`config.mk`:
```
export PLATFORM = sky130hd
export DESIGN_NAME = chipcfg_updater
export DESIGN_NICKNAME = d
export VERILOG_FILES = /design/src/rtl/chipcfg_pkg.sv /design/src/rtl/chipcfg_apb_decode.sv /design/src/rtl/chipcfg_holding.sv /design/src/rtl/chipcfg_cmd_ctl.sv /design/src/rtl/chipcfg_chip_slot.sv /design/src/rtl/chipcfg_updater.sv
export SDC_FILE = /design/constraint.sdc
export NUM_CORES = 1
export LEC_CHECK = 0
export BUFFER_PORTS_ARGS = -buffer_cell sky130_fd_sc_hd__buf_2
export CAP_MARGIN = 20
export CORE_MARGIN = 3
export CORE_UTILIZATION = 56
export DETAILED_ROUTE_END_ITERATION = 10
export PLACE_DENSITY = 0.83
export SLEW_MARGIN = 10
export SYNTH_ARGS = -nofsm -noshare
export SYNTH_HDL_FRONTEND = slang
export SYNTH_SLANG_ARGS = --single-unit
```
`constraint.sdc`:
```
create_clock -name clk -period 4.5 [get_ports clk]
set_input_delay 0.225 -clock clk [delete_from_list [all_inputs] [get_ports clk]]
set_output_delay 0.225 -clock clk [all_outputs]
set_load 0.05 [all_outputs]
```
`src/rtl/chipcfg_pkg.sv`:
```
package chipcfg_pkg;

   localparam int MAX_CHIPS = 4;
   localparam int OPM_W     = 16;
   localparam int BL_LSB    = 7;
   localparam int BL_W      = 3;

   localparam logic [11:0] OFS_CMD   = 12'h010;
   localparam logic [11:0] OFS_CYC   = 12'h014;
   localparam logic [11:0] OFS_OPM   = 12'h018;
   localparam logic [11:0] OFS_CHIP0 = 12'h100;
   localparam logic [11:0] CHIP_STEP = 12'h020;
   localparam logic [11:0] OPM_SUB   = 12'h004;

   typedef enum logic [1:0] {
      CMD_UPDATE = 2'b00,
      CMD_ISSUE  = 2'b01,
      CMD_BOTH   = 2'b10,
      CMD_RSVD   = 2'b11
   } cmd_kind_e;

   typedef enum logic [1:0] {
      ST_READY  = 2'b00,
      ST_LOWPWR = 2'b01,
      ST_RESET  = 2'b10,
      ST_SPARE  = 2'b11
   } ctl_state_e;

   function automatic logic [11:0] chip_base(input int n);
      return OFS_CHIP0 + CHIP_STEP * 12'(n);
   endfunction

endpackage

```
`src/rtl/chipcfg_apb_decode.sv`:
```
module chipcfg_apb_decode
   import chipcfg_pkg::*;
(
   input  logic        psel,
   input  logic        penable,
   input  logic        pwrite,
   input  logic [11:0] paddr,
   output logic        wr_cmd,
   output logic        wr_cyc,
   output logic        wr_opm,
   output logic        rd_en
);
   logic wr_acc;

   assign wr_acc = psel && penable && pwrite;
   assign wr_cmd = wr_acc && (paddr == OFS_CMD);
   assign wr_cyc = wr_acc && (paddr == OFS_CYC);
   assign wr_opm = wr_acc && (paddr == OFS_OPM);
   assign rd_en  = psel && !pwrite;

endmodule

```
`src/rtl/chipcfg_holding.sv`:
```
module chipcfg_holding
   import chipcfg_pkg::*;
#(
   parameter int CYC_W = 20
) (
   input  logic             clk,
   input  logic             rst_n,
   input  logic             wr_cyc,
   input  logic             wr_opm,
   input  logic [1:0]       ctl_state,
   input  logic [31:0]      wdata,
   output logic [CYC_W-1:0] hold_cyc,
   output logic [OPM_W-1:0] hold_opm
);
   logic opm_open;

   assign opm_open = (ctl_state_e'(ctl_state) == ST_READY);

   always_ff @(posedge clk or negedge rst_n) begin
      if (!rst_n) begin
         hold_cyc <= '0;
      end else if (wr_cyc) begin
         hold_cyc <= wdata[CYC_W-1:0];
      end
   end

   always_ff @(posedge clk or negedge rst_n) begin
      if (!rst_n) begin
         hold_opm <= '0;
      end else if (wr_opm && opm_open) begin
         hold_opm <= wdata[OPM_W-1:0];
      end
   end

endmodule

```
`src/rtl/chipcfg_cmd_ctl.sv`:
```
module chipcfg_cmd_ctl
   import chipcfg_pkg::*;
#(
   parameter int NCHIP = 3
) (
   input  logic             clk,
   input  logic             rst_n,
   input  logic             wr_cmd,
   input  logic [31:0]      wdata,
   output logic [NCHIP-1:0] upd_vec,
   output logic             cmd_req,
   output logic [1:0]       cmd_type,
   output logic [1:0]       cmd_chip
);
   logic [1:0] sel;
   cmd_kind_e  kind;
   logic       fitted;
   logic       do_upd;
   logic       do_req;

   assign sel    = wdata[1:0];
   assign kind   = cmd_kind_e'(wdata[5:4]);
   assign fitted = (32'(sel) < NCHIP);
   assign do_upd = wr_cmd && fitted && (kind == CMD_UPDATE || kind == CMD_BOTH);
   assign do_req = wr_cmd && fitted && (kind == CMD_ISSUE || kind == CMD_BOTH);

   for (genvar n = 0; n < NCHIP; n++) begin : g_sel
      assign upd_vec[n] = do_upd && (sel == 2'(n));
   end

   always_ff @(posedge clk or negedge rst_n) begin
      if (!rst_n) begin
         cmd_req  <= 1'b0;
         cmd_type <= 2'b00;
         cmd_chip <= 2'b00;
      end else begin
         cmd_req <= do_req;
         if (do_req) begin
            cmd_type <= wdata[5:4];
            cmd_chip <= sel;
         end
      end
   end

endmodule

```
`src/rtl/chipcfg_chip_slot.sv`:
```
module chipcfg_chip_slot
   import chipcfg_pkg::*;
#(
   parameter int CYC_W = 20
) (
   input  logic             clk,
   input  logic             rst_n,
   input  logic             upd,
   input  logic [CYC_W-1:0] hold_cyc,
   input  logic [OPM_W-1:0] hold_opm,
   output logic [CYC_W-1:0] live_cyc,
   output logic [OPM_W-1:0] live_opm
);

   always_ff @(posedge clk or negedge rst_n) begin
      if (!rst_n) begin
         live_cyc <= '0;
         live_opm <= '0;
      end else if (upd) begin
         live_cyc <= hold_cyc;
         live_opm <= hold_opm;
      end
   end

endmodule

```
`src/rtl/chipcfg_updater.sv`:
```
module chipcfg_updater
   import chipcfg_pkg::*;
#(
   parameter int          NCHIP      = 3,
   parameter int          CYC_W      = 20,
   parameter logic [31:0] ADDR_MATCH = 32'h4030_2010
) (
   input  logic                   clk,
   input  logic                   rst_n,
   input  logic [1:0]             ctl_state,
   input  logic                   psel,
   input  logic                   penable,
   input  logic                   pwrite,
   input  logic [11:0]            paddr,
   input  logic [31:0]            pwdata,
   output logic [31:0]            prdata,
   output logic                   cmd_req,
   output logic [1:0]             cmd_type,
   output logic [1:0]             cmd_chip,
   output logic [NCHIP*CYC_W-1:0] chip_cycles,
   output logic [NCHIP*OPM_W-1:0] chip_opmode,
   output logic [NCHIP*BL_W-1:0]  chip_wr_bl
);
   localparam int PAD_W = 32 - CYC_W;

   initial begin
      assert (NCHIP >= 1 && NCHIP <= MAX_CHIPS)
         else $error("chipcfg_updater: NCHIP out of range");
      assert (CYC_W >= 1 && CYC_W <= 32)
         else $error("chipcfg_updater: CYC_W out of range");
   end

   logic             wr_cmd, wr_cyc, wr_opm, rd_en;
   logic [CYC_W-1:0] hold_cyc;
   logic [OPM_W-1:0] hold_opm;
   logic [NCHIP-1:0] upd_vec;
   logic [31:0]      rd_word [NCHIP*2];

   chipcfg_apb_decode u_dec (
      .psel    (psel),
      .penable (penable),
      .pwrite  (pwrite),
      .paddr   (paddr),
      .wr_cmd  (wr_cmd),
      .wr_cyc  (wr_cyc),
      .wr_opm  (wr_opm),
      .rd_en   (rd_en)
   );

   chipcfg_holding #(.CYC_W(CYC_W)) u_hold (
      .clk       (clk),
      .rst_n     (rst_n),
      .wr_cyc    (wr_cyc),
      .wr_opm    (wr_opm),
      .ctl_state (ctl_state),
      .wdata     (pwdata),
      .hold_cyc  (hold_cyc),
      .hold_opm  (hold_opm)
   );

   chipcfg_cmd_ctl #(.NCHIP(NCHIP)) u_cmd (
      .clk      (clk),
      .rst_n    (rst_n),
      .wr_cmd   (wr_cmd),
      .wdata    (pwdata),
      .upd_vec  (upd_vec),
      .cmd_req  (cmd_req),
      .cmd_type (cmd_type),
      .cmd_chip (cmd_chip)
   );

   for (genvar n = 0; n < NCHIP; n++) begin : g_chip
      logic [CYC_W-1:0] live_cyc;
      logic [OPM_W-1:0] live_opm;

      chipcfg_chip_slot #(.CYC_W(CYC_W)) u_slot (
         .clk      (clk),
         .rst_n    (rst_n),
         .upd      (upd_vec[n]),
         .hold_cyc (hold_cyc),
         .hold_opm (hold_opm),
         .live_cyc (live_cyc),
         .live_opm (live_opm)
      );

      assign chip_cycles[n*CYC_W +: CYC_W] = live_cyc;
      assign chip_opmode[n*OPM_W +: OPM_W] = live_opm;
      assign chip_wr_bl[n*BL_W +: BL_W]    = live_opm[BL_LSB +: BL_W];

      if (PAD_W > 0) begin : g_pad
         assign rd_word[2*n] = {{PAD_W{1'b0}}, live_cyc};
      end else begin : g_nopad
         assign rd_word[2*n] = 32'(live_cyc);
      end
      assign rd_word[2*n+1] = {ADDR_MATCH[8*n +: 8], 8'h00, live_opm};
   end

   always_comb begin
      prdata = '0;
      if (rd_en) begin
         for (int n = 0; n < NCHIP; n++) begin
            if (paddr == chip_base(n))           prdata = rd_word[2*n];
            if (paddr == chip_base(n) + OPM_SUB) prdata = rd_word[2*n+1];
         end
      end
   end

endmodule

```
==> results.md <==
Drt:
- Dividing the detail-routed wire length by the instance count gives between 20 and 25 um.
- The routed design has between 15000 and 20000 um of wire.
- The number of DRC markers in iteration 0 is a little over 500.
- Dividing the detail-routed via count by the number of cells gives 6.08.
- The first TritonRoute pass finished after 5 iterations.
- For this run, design rule violations remaining after detail routing come to 0.
- The total number of vias is ~5400.
- Once detail routing completed, the nets flagged for antenna violations numbered 0.

Timing:
- The setup TNS is 0 ps.
- The final critical path takes up between 70 and 80% of the cycle.
- The total count of max-transition violations in the final report is 0.
- At the pin with the least slew margin, the transition time is 910 ps.
- The smallest clock period supported by the final layout is computed as around 3300 ps.
- The fmax is roughly 310 MHz.
- The worst setup margin is approximately 1200 ps.
- Setup violations remaining at the end of the flow were counted as 0.
- The max-slew headroom at the worst pin is 39.2%.
- The number of hold-slack violations in the final timing report is 0.
- Setup repair after global routing left no endpoint under its margin.
- The hold slack is around 35 ps.
- On the final layout, the worst clock skew is between 4 and 5 ps.

Placement:
- Input and output buffers added on the ports amount to about 180.
- The routability congestion estimate is about 0.86.
- In this run the cell area measured after placement is a little under 8000 um2.
- The wire-length estimate of the detail-placed layout is approximately 13000 um.
- OpenSTA, run right after detailed placement, puts the worst setup slack at approximately 1300 ps.

CTS:
- The clock-pin slew on the worst setup and hold paths is about 50 ps.
- The H-tree level count is 4.
- The maximum buffer depth of the clock tree is 2.
- The insertion delay of the later-clocked pin in the worst-skew pair is about 420 ps.
- TritonCTS built the clock tree.
- The post-CTS setup buffer count is 0.
- Counting every sink on the clock net gives between 100 and 150.
- The quantity of gates resized following cts is 0.
- The buffer type at the clock tree root is clkbuf_16.
- The number of CTS-inserted buffers is 17.

Setup path:
- The arrival time of the worst setup path is about 3000 ps.
- The terminus of the critical flop-to-flop path is g_chip[1].u_slot.live_opm[7].
- Traced cell by cell, the critical path runs through buf_2, nor4b_1, nand3_1, o21ai_0, a221oi_1, buf_2.
- The worst register-to-register path has a setup slack of approximately 3700 ps.
- The startpoint kind of the worst setup timing path is an input pin.
- Measured in cells, the most critical reg-to-reg path has a length of 1.
- The endpoint kind of the worst setup timing path is an output port.
- The data required time of the critical path is about 4300 ps.
- Along the worst path, the maximum fanout reaches 36.
- The startpoint of the worst-slack reg-to-reg timing path is u_hold.hold_opm[7].
- The slowest stage of the critical path is the nand3_1 cell.
- The largest single stage delay on the critical path is 790 ps.
- The worst setup path is of the in2out kind.
- By instance count, the cell type seen most on the critical path is buf_2.

Power and ir drop:
- Summed over all cells, the static leakage comes to 4.61 nW.
- The switching power as a share of total power is approximately 22%.
- The total power density per cell area is 321 nW/um2.
- The cell internal power dissipation is 2.14 mW.
- Across the VDD grid, the largest voltage drop is between 0.2 and 0.25 mV.
- For this design the total switching power over the nets is 0.595 mW.
- The post-route total power is ~2.7 mW.
- The clock network fraction of design power is between 40 and 50%.
- The combinational cell fraction of total power is around 4.8%.
- In this run, flip-flops and latches consume between 40% and 50% of the power.

Synthesis:
- The flip-flop and latch count after synthesis is roughly 150.
- The flip-flop cell with the highest count after synthesis is dfrtp_1.
- Synthesis produced a netlist whose cell count is 530.
- The share of synthesized registers carrying an async set or reset is 100%.
- The post-synthesis sequential area ratio is a little over half.
- The Yosys warning count is 0.
- Yosys mapped a number of flops with a built-in enable equal to 0.
- The synthesized netlist contains 49 unique library cells.
- The average instance area after synthesis is between 10 and 15 um2.
- The mapped netlist covers around 7000 um2.

Worst hold path:
- The startpoint of the worst hold path is pwdata[17].
- The class of the most critical hold timing path is in2reg.
- For hold timing, the worst endpoint is u_hold.hold_cyc[17].
- Counting instances, the worst hold path has a depth of 2.

Layout:
- Summing all non-filler instances in the final layout gives an area of 8520 um2.
- The area of all sequential standard cells is 3730 um2.
- The number of filler instances in the final layout is between 800 and 900.
- The multi-input combinational cells in the finished layout cover a total of between 2000 and 3000 um2.
- The layout overhead on the synthesized area is 21.6%.
- The most frequent standard cell in the layout excluding fill and tap cells is buf_2.
- The net total in the final layout is roughly 760.
- The share of layout cells above drive strength 1 is a little over half.
- In the layout the commonest cells are 181 x buf_2, 149 x dfrtp_1, 141 x mux2_2, 21 x a21oi_1, 21 x o21ai_0.

Floorplanning:
- The number of ports placed on the die boundary is between 200 and 250.
- The placement row count is 40.
- The total core area is 12100 um2.
- From left edge to right edge, the die measures 118 um.
- The die covers 13900 um2.
- The overall die height is ~120 um.
- The effective utilization at floorplan is between 50% and 60%.

GRT:
- Entering global routing, the biggest net connects around 100 pins.
- The initial antenna violation count is 3.
- Summed over all layers, the global routing overflow is 0.
- The via count of the first global-routing pass is roughly 5500.
- For this run, the total global-route usage over all layers was measured as between 20% and 30%.
- The first global-routing pass estimated around 30000 um of wire.

Flow run:
- The max-cap check violation count is 0.

Outcome:
- The run finished with clean final reports.
-- worst max-delay path: cells and delay by family --
family	cells	cell delay, ps
buffers and inverters	2	850
and+or+nand+nor	2	1380
AOI/OAI and AO/OA	2	560
-- sequential cells by signal (all words and copies together), names as in the netlist --
register,count
u_cmd.cmd_req,1
u_hold.hold_opm,16
u_hold.hold_cyc,20
u_cmd.cmd_chip,2
u_cmd.cmd_type,2
g_chip.u_slot.live_opm,48
g_chip.u_slot.live_cyc,60
-- per-layer routing --
layer / share of wire [%] / GRT usage (%) / vias up
met5: 0.066 / 0 / -
met1: 39 / 35.5 / 2700
met3: 8.9 / 8.12 / 57
li1: - / - / 2306
met4: 3.3 / 15.3 / 2
met2: 48 / 44.6 / 310
-- timing repair --
action                                 CTS  global route
hold buffers                             1             0
setup endpoints to repair                0             0
endpoints found under the hold margin   97             0
-- power groups by stage --
stage / sequential, mW / clock [mW] / combinational [mW]
2_1_floorplan: 1.37 / 0 / 0.0707
3_3_place_gp: 1.36 / 0 / 0.126
3_5_place_dp: 1.36 / 0 / 0.130
4_1_cts: 1.34 / 1.28 / 0.131
5_1_grt: 1.34 / 1.33 / 0.143
6_report: 1.34 / 1.26 / 0.131
-- through the flow --
stage          utilization, %  instances
2_1_floorplan               -        539
3_3_place_gp             65.7        850
3_5_place_dp             65.7        850
4_1_cts                  70.1        881
5_1_grt                  70.3        884
6_report                 70.3        884
-- synthesized netlist by cell type, types with 4 or more instances --
library cell,instances,area share [%]
clkbuf_1,16,0.86
o21ai_0,21,1.5
buf_4,25,2.7
a21o_1,9,0.96
mux2i_1,14,2.0
mux2_1,4,0.64
nand2_1,11,0.59
o2111ai_1,10,1.3
nor2_1,7,0.38
inv_1,5,0.27
nor4_1,7,0.63
nor3_1,4,0.29
o211ai_1,4,0.43
or3_1,15,1.3
buf_2,5,0.36
o32a_1,4,0.57
a21oi_1,21,1.5
dfrtp_1,149,53
mux2_2,141,23
a221oi_1,8,1.0
-- cell type report --
cell class / count / share of cell area, %
sequential: 149 / 43.8
inverter: 5 / 0.220
clock buffer: 24 / 5.42
multi-input combinational: 332 / 35.0
clock inverter: 6 / 0.646
timing repair buffer: 198 / 12.4
tap: 168 / 2.47
antenna: 2 / 0.0588
-- worst max path at each step --
stage	start	to
2_1_floorplan	paddr[7]	prdata[0]
3_3_place_gp	paddr[2]	prdata[5]
3_5_place_dp	paddr[2]	prdata[0]
4_1_cts	paddr[2]	prdata[0]
5_1_grt	paddr[2]	prdata[10]
6_report	paddr[2]	prdata[0]
-- cells by family after synthesis --
kind of cell | Yosys count | synth area share (%)
flip-flops | 149 | 53.2
adder cells (fa/ha/maj) | 2 | 0.357
buffers and inverters | 58 | 4.90
AO/OA/AOI/OAI | 87 | 8.50
other | 1 | 0.0535
AND/OR/NAND/NOR | 74 | 7.63
multiplexers | 159 | 25.3
(Power assumes the default switching activity.)
